==> src/rtl/bpx_pkg.sv <==
package bpx_pkg;

    typedef enum logic [1:0] {
        SM_HOLD    = 2'd0,
        SM_CAPTURE = 2'd1,
        SM_PASS    = 2'd2
    } stor_mode_t;

    function automatic stor_mode_t decode_mode(input logic le, input logic cap);
        if (le)       return SM_PASS;
        else if (cap) return SM_CAPTURE;
        else          return SM_HOLD;
    endfunction

endpackage

==> src/rtl/bpx_store.sv <==
module bpx_store
    import bpx_pkg::*;
#(
    parameter int W = 18
) (
    input  logic         clk,
    input  logic         rst_n,
    input  logic         le,
    input  logic         cap,
    input  logic [W-1:0] d,
    output logic [W-1:0] q_out
);

    stor_mode_t   mode;
    logic [W-1:0] held;

    always_comb begin
        mode = decode_mode(le, cap);
    end

    always_ff @(posedge clk or negedge rst_n) begin
        if (!rst_n) begin
            held <= '0;
        end else begin
            unique case (mode)
                SM_PASS:    held <= d;
                SM_CAPTURE: held <= d;
                SM_HOLD:    held <= held;
                default:    held <= held;
            endcase
        end
    end

    always_comb begin
        q_out = (mode == SM_PASS) ? d : held;
    end

    assert_hold_R4: assert property (@(posedge clk) disable iff (!rst_n)
        (!le && !cap) |=> $stable(held));

    assert_capture_R3: assert property (@(posedge clk) disable iff (!rst_n)
        (!le && cap) |=> (held == $past(d)));

endmodule

==> src/rtl/bpx_byte_parity.sv <==
module bpx_byte_parity #(
    parameter int BYTE_W = 8,
    parameter int NBYTES = 2,
    localparam int DW = BYTE_W * NBYTES
) (
    input  logic [DW-1:0]     data,
    input  logic [NBYTES-1:0] par_in,
    input  logic              odd_sel,
    output logic [NBYTES-1:0] par_gen,
    output logic [NBYTES-1:0] mism
);

    for (genvar k = 0; k < NBYTES; k++) begin : g_byte
        logic red;
        assign red        = ^data[k*BYTE_W +: BYTE_W];
        assign par_gen[k] = red ^ odd_sel;
        assign mism[k]    = red ^ par_in[k] ^ odd_sel;
    end

endmodule

==> src/rtl/bpx_transceiver.sv <==
module bpx_transceiver #(
    parameter int BYTE_W = 8,
    parameter int NBYTES = 2,
    localparam int DW = BYTE_W * NBYTES,
    localparam int SW = DW + NBYTES
) (
    input  logic              clk,
    input  logic              rst_n,
    input  logic              odd_sel,
    input  logic              gen_sel,
    input  logic [DW-1:0]     a_data_in,
    input  logic [NBYTES-1:0] a_par_in,
    input  logic              ab_le,
    input  logic              ab_cap,
    input  logic              ab_oe_n,
    output logic [DW-1:0]     b_data_out,
    output logic [NBYTES-1:0] b_par_out,
    output logic              b_drive,
    output logic              ab_flag_pull,
    input  logic [DW-1:0]     b_data_in,
    input  logic [NBYTES-1:0] b_par_in,
    input  logic              ba_le,
    input  logic              ba_cap,
    input  logic              ba_oe_n,
    output logic [DW-1:0]     a_data_out,
    output logic [NBYTES-1:0] a_par_out,
    output logic              a_drive,
    output logic              ba_flag_pull
);

    logic [SW-1:0]     ab_word, ba_word;
    logic [NBYTES-1:0] ab_gen, ab_mism, ba_gen, ba_mism;

    bpx_store #(.W(SW)) u_store_ab (
        .clk(clk), .rst_n(rst_n), .le(ab_le), .cap(ab_cap),
        .d({a_par_in, a_data_in}), .q_out(ab_word)
    );

    bpx_store #(.W(SW)) u_store_ba (
        .clk(clk), .rst_n(rst_n), .le(ba_le), .cap(ba_cap),
        .d({b_par_in, b_data_in}), .q_out(ba_word)
    );

    bpx_byte_parity #(.BYTE_W(BYTE_W), .NBYTES(NBYTES)) u_par_ab (
        .data(ab_word[DW-1:0]), .par_in(ab_word[SW-1:DW]), .odd_sel(odd_sel),
        .par_gen(ab_gen), .mism(ab_mism)
    );

    bpx_byte_parity #(.BYTE_W(BYTE_W), .NBYTES(NBYTES)) u_par_ba (
        .data(ba_word[DW-1:0]), .par_in(ba_word[SW-1:DW]), .odd_sel(odd_sel),
        .par_gen(ba_gen), .mism(ba_mism)
    );

    always_comb begin
        b_data_out   = ab_word[DW-1:0];
        b_par_out    = gen_sel ? ab_gen : ab_word[SW-1:DW];
        b_drive      = ~ab_oe_n;
        ab_flag_pull = ~ab_oe_n & ~gen_sel & (|ab_mism);
        a_data_out   = ba_word[DW-1:0];
        a_par_out    = ba_word[SW-1:DW];
        a_drive      = ~ba_oe_n;
        ba_flag_pull = ~ba_oe_n & (|ba_mism);
    end

    assert_ab_gate_R9: assert property (@(posedge clk) disable iff (!rst_n)
        ab_flag_pull |-> !ab_oe_n);

    assert_ba_gate_R9: assert property (@(posedge clk) disable iff (!rst_n)
        ba_flag_pull |-> !ba_oe_n);

    assert_gen_quiet_R12: assert property (@(posedge clk) disable iff (!rst_n)
        gen_sel |-> !ab_flag_pull);

    for (genvar k = 0; k < NBYTES; k++) begin : g_chk
        assert_gen_parity_R5: assert property (@(posedge clk) disable iff (!rst_n)
            gen_sel |-> (((^b_data_out[k*BYTE_W +: BYTE_W]) ^ b_par_out[k]) == odd_sel));
    end

endmodule

==> config.mk <==
export PLATFORM = sky130hd
export DESIGN_NAME = bpx_transceiver
export DESIGN_NICKNAME = d
export VERILOG_FILES = /design/src/rtl/bpx_pkg.sv /design/src/rtl/bpx_store.sv /design/src/rtl/bpx_byte_parity.sv /design/src/rtl/bpx_transceiver.sv
export SDC_FILE = /design/constraint.sdc
export NUM_CORES = 1
export LEC_CHECK = 0
export BUFFER_PORTS_ARGS = -buffer_cell sky130_fd_sc_hd__clkbuf_2
export CORE_MARGIN = 2
export CORE_UTILIZATION = 45
export CTS_CLUSTER_DIAMETER = 100
export CTS_CLUSTER_SIZE = 20
export DETAILED_ROUTE_END_ITERATION = 10
export GPL_TIMING_DRIVEN = 0
export PLACE_DENSITY_LB_ADDON = 0.08
export SLEW_MARGIN = 20
export SYNTH_ARGS = -nofsm -noshare
export SYNTH_HDL_FRONTEND = slang
export SYNTH_SLANG_ARGS = --single-unit
export TNS_END_PERCENT = 30
==> constraint.sdc <==
create_clock -name clk -period 1.9 [get_ports clk]
set_input_delay 0.38 -clock clk [delete_from_list [all_inputs] [get_ports clk]]
set_output_delay 0.38 -clock clk [all_outputs]
set_load 0.05 [all_outputs]
* After elaboration in Yosys (flattened, before gate mapping)
Index checks and enable logic that the tools add are counted.
** Word-level totals
- Flip-flop bits (word level) :: 36
- Bits in latches :: 0
- Memory bits (writable) :: 0
- ROM bits :: 0
- Input bits :: 46
- Output and inout port bits :: 40
- Memories :: 0
** Cells by class
- $add $sub $neg :: 0
- Multiply operators :: 0
- Divide/modulo/power cells :: 0
- $lt $le $gt $ge :: 0
- Eq/ne operators :: 4
- Shift operators :: 0
- Mux-type cells :: 7
- Bitwise logic cells :: 16
- Reduce and logical (&&, ||, !) cells :: 8
** Operators with widths (count)
- 18-bit 2-to-1 mux :: 2
- 8-bit parity :: 4
- 1-bit bitwise XOR :: 10
- 2-bit OR reduction :: 4
- 2-bit 2-to-1 mux :: 3
- 2-bit by 1-bit equality test with 1-bit output (second input constant) :: 2
- 2-bit equality test (second input constant) :: 2
- 1-bit bitwise AND :: 3
- 1-bit NOT :: 3
- 1-bit 2-to-1 mux :: 2

* Logic depth before layout (Yosys ltp)
Gate-level depths: netlist of run 1.
- Depth in word-level cells :: 9
- Gate-level depth with buffers :: 8

* Cells and area by module
Synthesis of run 1 repeated with hierarchy kept, for this count alone.
** Unflattened totals
- Cell total of the unflattened synthesis :: 156
- Area total of the unflattened synthesis :: 2371.0 sq um
** Modules (own cells, without submodules)
- bpx_store :: instances 2, cells an instance 58, area an instance 952.2 sq um
- bpx_byte_parity :: instances 2, cells an instance 16, area an instance 210.2 sq um
- bpx_transceiver :: instances 1, cells an instance 8, area an instance 46.3 sq um

* Worst setup path before layout of run 1
OpenSTA, ideal clock, no wires.
- Path kind :: input to output
- From :: input port ba_le
- To :: output port ba_flag_pull
- Arrival :: 2.457 ns
- Data required time :: 1.520 ns
- Path slack :: -0.937 ns
- Stages :: 6
- Buffers on the path :: 1
- Cells stage by stage :: buf_6 mux2_1 xnor3_1 xnor2_1 and3_1 nor3_2
** Between the ends
- Word-level cells in the longest chain between the ends :: 8
- Elaborated cells on any way between the ends :: 11
** RTL lines
- start: declaration :: line bpx_transceiver.sv:22 : input logic ba_le,
- 2-bit 2-to-1 mux :: line bpx_pkg.sv:10 : if (le) return SM_PASS;
- 2-bit equality test :: line bpx_store.sv:35 : q_out = (mode == SM_PASS) ? d : held;
- 18-bit 2-to-1 mux :: line bpx_store.sv:35
- via a_data_out[15] :: line bpx_transceiver.sv:25 : output logic [DW-1:0] a_data_out,
- 8-bit parity :: line bpx_byte_parity.sv:15 : assign red = ^data[k*BYTE_W +: BYTE_W];
- 1-bit bitwise XOR (2 in a row) :: line bpx_byte_parity.sv:17 : assign mism[k] = red ^ par_in[k] ^ odd_sel;
- 2-bit OR reduction :: line bpx_transceiver.sv:62 : ba_flag_pull = ~ba_oe_n & (|ba_mism);
- 1-bit bitwise AND :: line bpx_transceiver.sv:62
- end: declaration :: line bpx_transceiver.sv:28 : output logic ba_flag_pull
The timed path passes the listed nets, and every way through them passes these cells.

* Worst setup path in the final report of run 1
- From :: register u_store_ab.held[1]
- To :: output port ab_flag_pull
** Between the ends
- Word-level cells in the longest chain between the ends :: 6
** RTL lines
- start: declaration :: line bpx_store.sv:15 : logic [W-1:0] held;
- start signal: assignment :: line bpx_store.sv:28 : SM_HOLD: held <= held;
- start signal: assignment :: line bpx_store.sv:29 : default: held <= held;
- 18-bit 2-to-1 mux :: line bpx_store.sv:35
- 8-bit parity :: line bpx_byte_parity.sv:15
- 1-bit bitwise XOR (2 in a row) :: line bpx_byte_parity.sv:17
- 2-bit OR reduction :: line bpx_transceiver.sv:58 : ab_flag_pull = ~ab_oe_n & ~gen_sel & (|ab_mism);
- 1-bit bitwise AND :: line bpx_transceiver.sv:58
- end: declaration :: line bpx_transceiver.sv:19 : output logic ab_flag_pull,
No other way between the ends.

==> results of run 1 <==
-- final timing paths --
| check | endpoint | slack, ps | startpoint |
|---|---|---|---|
| setup / recovery | ab_flag_pull | -660 | u_store_ab.held[1] |
| hold / removal | u_store_ba.held[6] | 220 | rst_n |
| setup reg to reg | u_store_ab.held[1] | 880 | u_store_ab.held[1] |
| hold reg to reg | u_store_ab.held[16] | 510 | u_store_ab.held[16] |
| max in group asynchronous | u_store_ab.held[9] | 1100 | rst_n |
| min in group clk | u_store_ab.held[17] | 330 | a_par_in[1] |
-- where the power goes --
part	leakage [nW]	switching [mW]	internal, mW
logic	1.02	0.716	0.544
clock network	0.0541	0.301	0.389
registers	0.420	0.0499	0.831
total	1.50	1.07	1.76
-- sequential cells by signal (all words and copies together), names as in the netlist --
signal	count
u_store_ab.held	18
u_store_ba.held	18
-- cell families after synthesis --
family,Yosys count,share of synthesized area (%)
AND/OR/NAND/NOR,13,2.44
AO/OA/AOI/OAI,9,2.18
XOR/XNOR,45,18.4
multiplexers,80,36.8
flip-flops,36,37.4
buffers and inverters,11,2.80
-- worst max-delay path: stages (launching register included) --
cell,delay (ps)
dfrtp_1,400
xor2_1,160
a21oi_1,130
xnor3_1,450
xnor2_2,170
xnor2_1,170
a211oi_4,240
buf_8,180
-- layout make-up --
type | instances | share of cell area (%)
well taps | 70 | 2.74
flip-flops and latches | 36 | 28.2
plain buffers | 8 | 2.46
repair buffers | 90 | 16.0
clock buffers | 5 | 2.15
inverters | 3 | 0.352
clock inverters | 3 | 1.33
multi-input cells | 147 | 46.9
-- layout by cell type (no fill, tap or decap), types with 3 or more instances in the layout --
master	n
mux2_2	64
xor2_1	14
clkbuf_2	74
clkbuf_4	4
xnor3_1	3
dfrtp_1	36
buf_2	5
buf_6	3
mux2_4	6
mux2i_1	10
xnor2_1	26
nor2_1	9
buf_4	7
a21oi_1	8
clkbuf_8	7
-- what timing repair did --
item / in CTS / in global routing
gates resized for setup: 15 / 12
buffers inserted: 2 / 4
pin swaps: 1 / 7
endpoints found under the setup margin: 26 / 34
-- synth_stat cells --
library cell and count:
buf_2 3, dfrtp_1 36, buf_1 1, xor2_1 14, mux2_1 2, buf_6 3, mux2i_1 10, mux2_2 68
nor3_1 1, xnor2_1 27, inv_1 2, xnor3_1 3, nor2_1 10, inv_2 1, nor3_2 1, xnor2_2 1
and3_1 1, a21oi_1 8, clkbuf_1 1, a211oi_2 1
-- per-layer routing --
metal / track usage, % / up-vias
met3: 4.82 / 6
met5: 0 / -
met4: 5.18 / 0
met2: 28.9 / 54
met1: 18.0 / 825
li1: - / 870
-- per-stage QoR --
step	util (%)	TNS, ps	instance area (um2)	worst slack [ps]
floorplan	-	-2010	2460	-567
global placement	57.7	-13030	2960	-582
detailed placement	57.7	-12450	2960	-599
CTS	61.1	-2100	3140	-718
global route	62.2	-2320	3200	-763
finish	62.2	-1920	3200	-656
==> key figures, run 1 <==
Status
  – Status: finished with violations
  – Failing checks: setup timing

Layout
  – FF/Latch Area: around 900 um2
  – P&R area growth vs syn: 32.7%
  – Non-filler cells in the finished layout: around 360
  – NumNets Final: about 340
  – Fillers: about 450
  – Share of cells above drive strength 1: a little over three fifths
  – Area of the multi-input gates: roughly 1500 um2
  – Ant diodes: 0

Yosys
  – Synthesized instance count: ~190
  – #FFs+latches synth: 36
  – Syn Area/Cell: between 10 and 15 um2
  – Register area share after synthesis: 37.4%
  – Post-synth design cell area: ~2400 um2
  – Top-area cell type share of the netlist area: between 30% and 40%
  – Yosys cell types: 20
  – Synth area leader: dfrtp_1
  – Synth area leaders: dfrtp_1 37%, mux2_2 32%, xnor2_1 9.8%
  – Synthesized Nets: 240
  – Ys Warns: 0

Detailed routing
  – Top Metal Used: met4
  – Drt total wl: around 4.8 mm
  – Detailed Routing Iterations Pass 1: 3
  – Residual DRC: 0
  – Vias: around 1800
  – Routed length per instance: 13.4 um
  – Met2 wire length: about 2.4 mm
  – DR vias/cell: 4.85
  – Met1 WL: roughly 2.1 mm
  – DRT iter0 DRCs: 26
  – Final ANT Viol Nets: 0
  – Met3 wire len: between 300 and 400 um

Power and ir drop
  – LEAKAGE: around 1.5 nW
  – Pwr Density: 884 nW/um2
  – Tot Pwr: 2.83 mW
  – Peak supply drop: 503 uV

Clock network
  – CTS tree: yes
  – Clk Latency, worst-skew pair: roughly 290 ps
  – Post-CTS Hold Buffers: 0
  – Num CTS Buffers: 5
  – CTS max path bufs: 2
  – Clock root buffer: clkbuf_8
  – Reg clk slew, reported paths: 80 ps
  – Clock sinks: 36
  – H-Tree Depth: 2

Floorplanning
  – I/O pin cnt: 86
  – Site Rows: 26
  – Die X: between 70 and 80 um
  – Die height: slightly below 80 um
  – Die ar.: around 6000 um2
  – CORE AREA: roughly 5100 um2
  – Starting Density: ~47%

Critical path
  – Critical Path RT: 1520 ps
  – Worst Path Max Fanout: 2
  – Setup CP Type: register to output port
  – Crit end category: output port
  – FF-to-FF path depth: 3
  – Startpoint Class: register
  – Crit path arrival time: 2180 ps

Timing
  – Highest clock rate: slightly below 0.4 GHz
  – Ratio of final minimum period to clock period: 135%
  – Setup-failing EPs final: 4
  – Final Hold Fails: 0
  – Final worst setup slack: -656 ps
  – RSZ-0062 raised after global routing: yes
  – Final Max Tran Viols: 0
  – Clock skew: 0 ps
  – Final Hold Slack: 218 ps
  – Final Critical Period: 2560 ps
  – Slew at the pin with the worst max-slew slack: ~930 ps
  – Slew margin rel.: 37.7%

Place
  – HPWL Detailed: around 3.7 mm
  – Placed insts: approximately 350
  – Port Buffers: 84
  – Routability Congestion: 0.732

GRT
  – Initial antenna violation count: 0
  – Global-route wire length before repair: roughly 7.7 mm
  – Largest net degree at the start of global routing: 37
  – GRT Overall Usage: between 10% and 20%
  – Total grt overflow: 0
  – Vias in the first global route: between 1500 and 2000

Run
  – Max-cap violations: 0

Min path
  – Worst min path class: input pin to asynchronous set/reset pin
Power figures use the tool's default switching activity.
==> run 2: changes to the inputs <==
--- a/config.mk
+++ b/config.mk
@@ -7,7 +7,7 @@
 export LEC_CHECK = 0
 export BUFFER_PORTS_ARGS = -buffer_cell sky130_fd_sc_hd__clkbuf_2
 export CORE_MARGIN = 2
-export CORE_UTILIZATION = 45
+export CORE_UTILIZATION = 43
 export CTS_CLUSTER_DIAMETER = 100
 export CTS_CLUSTER_SIZE = 20
 export DETAILED_ROUTE_END_ITERATION = 10
==> key figures, run 2 (same netlist as run 1, synthesis figures left out) <==
Place
  – HPWL Detailed: roughly 3.7 mm
  – Place WS: -617 ps
  – Routability Congestion: about 0.73
  – Placed insts: 350
  – Port Buffers: 84

GRT
  – Largest net degree at the start of global routing: 37
  – GRT Overall Usage: roughly 16%
  – Initial antenna violation count: 0
  – Vias in the first global route: ~1700
  – Total grt overflow: 0
  – Global-route wire length before repair: between 8 and 9 mm

Run
  – Max-cap violations: 0

Floorplanning
  – Starting Density: about 44%
  – Die height: roughly 79 um
  – CORE AREA: around 5500 um2
  – I/O pin cnt: between 80 and 90
  – Site Rows: 27
  – Die X: a little under 80 um
  – Die ar.: 6220 um2

Layout
  – Share of cells above drive strength 1: a little over three fifths
  – Commonest non-fill, non-tap cell in the layout: clkbuf_2
  – Commonest non-fill, non-tap cells in the layout: 70 x clkbuf_2, 64 x mux2_2, 36 x dfrtp_1, 25 x xnor2_1, 14 x xor2_1
  – Ant diodes: 0
  – P&R area growth vs syn: 32.3%
  – Top flop regs: u_store_ab.held x18, u_store_ba.held x18
  – Non-filler cells in the finished layout: around 370
  – NumNets Final: 339

Timing
  – Slew margin rel.: a little under two fifths
  – Slew at the pin with the worst max-slew slack: 936 ps
  – Final Hold Fails: 0
  – Highest clock rate: slightly below 0.4 GHz
  – Final Max Tran Viols: 0
  – Setup-failing EPs final: 4
  – Clock skew: 0 ps
  – Final Hold Slack: roughly 230 ps
  – Ratio of final minimum period to clock period: 134%
  – Final Critical Period: between 2000 and 3000 ps
  – RSZ-0062 raised after global routing: yes
  – Final worst setup slack: -654 ps

Critical path
  – Worst R2R Setup Slack: between 900 and 1000 ps
  – Crit end category: output port
  – Critical Path RT: between 1500 and 2000 ps
  – FF-to-FF path depth: 2
  – Number of buffer and inverter stages on the critical path: 1
  – CP peak stage delay: 440 ps
  – Worst R2R End: u_store_ba.held[12]
  – Crit path arrival time: 2170 ps
  – CP Cell Sequence: xor2_1 > a21oi_1 > xnor3_1 > xnor2_2 > xnor2_2 > a211oi_4 > buf_8
  – Setup CP Type: register to output port
  – Most used cell, CP: xnor2_2
  – CP delay by family, top: XOR/XNOR gates
  – Worst r2r src: u_store_ba.held[12]
  – Worst Path Max Fanout: 3
  – Critical path's slowest cell: xnor3_1
  – Startpoint Class: register

Power and ir drop
  – Tot Pwr: 2.69 mW
  – Pwr Density: approximately 840 nW/um2
  – LEAKAGE: ~1.5 nW
  – Peak supply drop: roughly 660 uV

Detailed routing
  – DR vias/cell: slightly below 5
  – Final ANT Viol Nets: 0
  – Routed length per instance: 13.4 um
  – DRT iter0 DRCs: 37
  – Residual DRC: 0
  – Drt total wl: roughly 4.9 mm
  – Detailed Routing Iterations Pass 1: 4
  – Vias: ~1800

Clock network
  – Reg clk slew, reported paths: roughly 70 ps
  – H-Tree Depth: 2
  – CTS tree: yes
  – Clock root buffer: clkbuf_8
  – CTS max path bufs: 2
  – Num CTS Buffers: 5
  – Clock sinks: 36
  – Clk Latency, worst-skew pair: approximately 280 ps

Status
  – Status: finished with violations
  – Failing checks: setup timing

Min path
  – Worst min path class: input pin to asynchronous set/reset pin
[run 2: through the flow]
stage | TNS, ps | utilization, % | instance area (um2)
6_report | -2050 | 58.3 | 3190
5_1_grt | -2540 | 58.3 | 3190
4_1_cts | -2060 | 57.0 | 3120
3_5_place_dp | -13410 | 54.2 | 2970
3_3_place_gp | -13790 | 54.2 | 2970
2_1_floorplan | -2010 | - | 2460
[run 2: cell type report]
cell class / instances / area [um2]
Multi-Input combinational cell: 147 / 1510
Sequential cell: 36 / 901
Clock buffer: 6 / 72.6
Clock inverter: 1 / 5.00
Fill cell: 501 / 2280
Timing Repair Buffer: 92 / 520
Inverter: 3 / 11.3
Tap cell: 72 / 90.1
Buffer: 8 / 82.6
[run 2: routing by layer]
layer | part of all wire [%] | GRT usage [%] | wire length, um
met2 | 52 | 30.5 | 2550
met3 | 6.3 | 4.77 | 307
met1 | 41 | 18.4 | 2020
met4 | 0.39 | 3.10 | 19
met5 | 0 | 0 | 0
[run 2: report_power, final]
group          internal (mW)  switching (mW)
clock                  0.250           0.264
sequential             0.831          0.0494
combinational          0.569           0.724
total                   1.65            1.04
[run 2: worst max-delay path by stage]
| stage | endpoint | slack (ps) | cells past startpoint | startpoint |
|---|---|---|---|---|
| 2_1_floorplan | ba_flag_pull | -570 | 6 | ba_le |
| 3_3_place_gp | ab_flag_pull | -620 | 10 | ab_le |
| 3_5_place_dp | ab_flag_pull | -620 | 10 | ab_le |
| 4_1_cts | ab_flag_pull | -680 | 7 | u_store_ab.held[6] |
| 5_1_grt | ab_flag_pull | -770 | 7 | u_store_ab.held[7] |
| 6_report | ab_flag_pull | -650 | 7 | u_store_ab.held[7] |
[run 2: worst reg2reg max path: stages (launching register included)]
cell	delay (ps)
dfrtp_1	400
buf_4	140
mux2_2	260
[run 2: repair_timing]
action | in CTS | in global routing
setup buffers | 2 | 6
endpoints found under the setup margin | 34 | 22
hold buffers | 0 | 0
cloned | 0 | 0
pin swaps | 2 | 9
gates resized for setup | 16 | 16
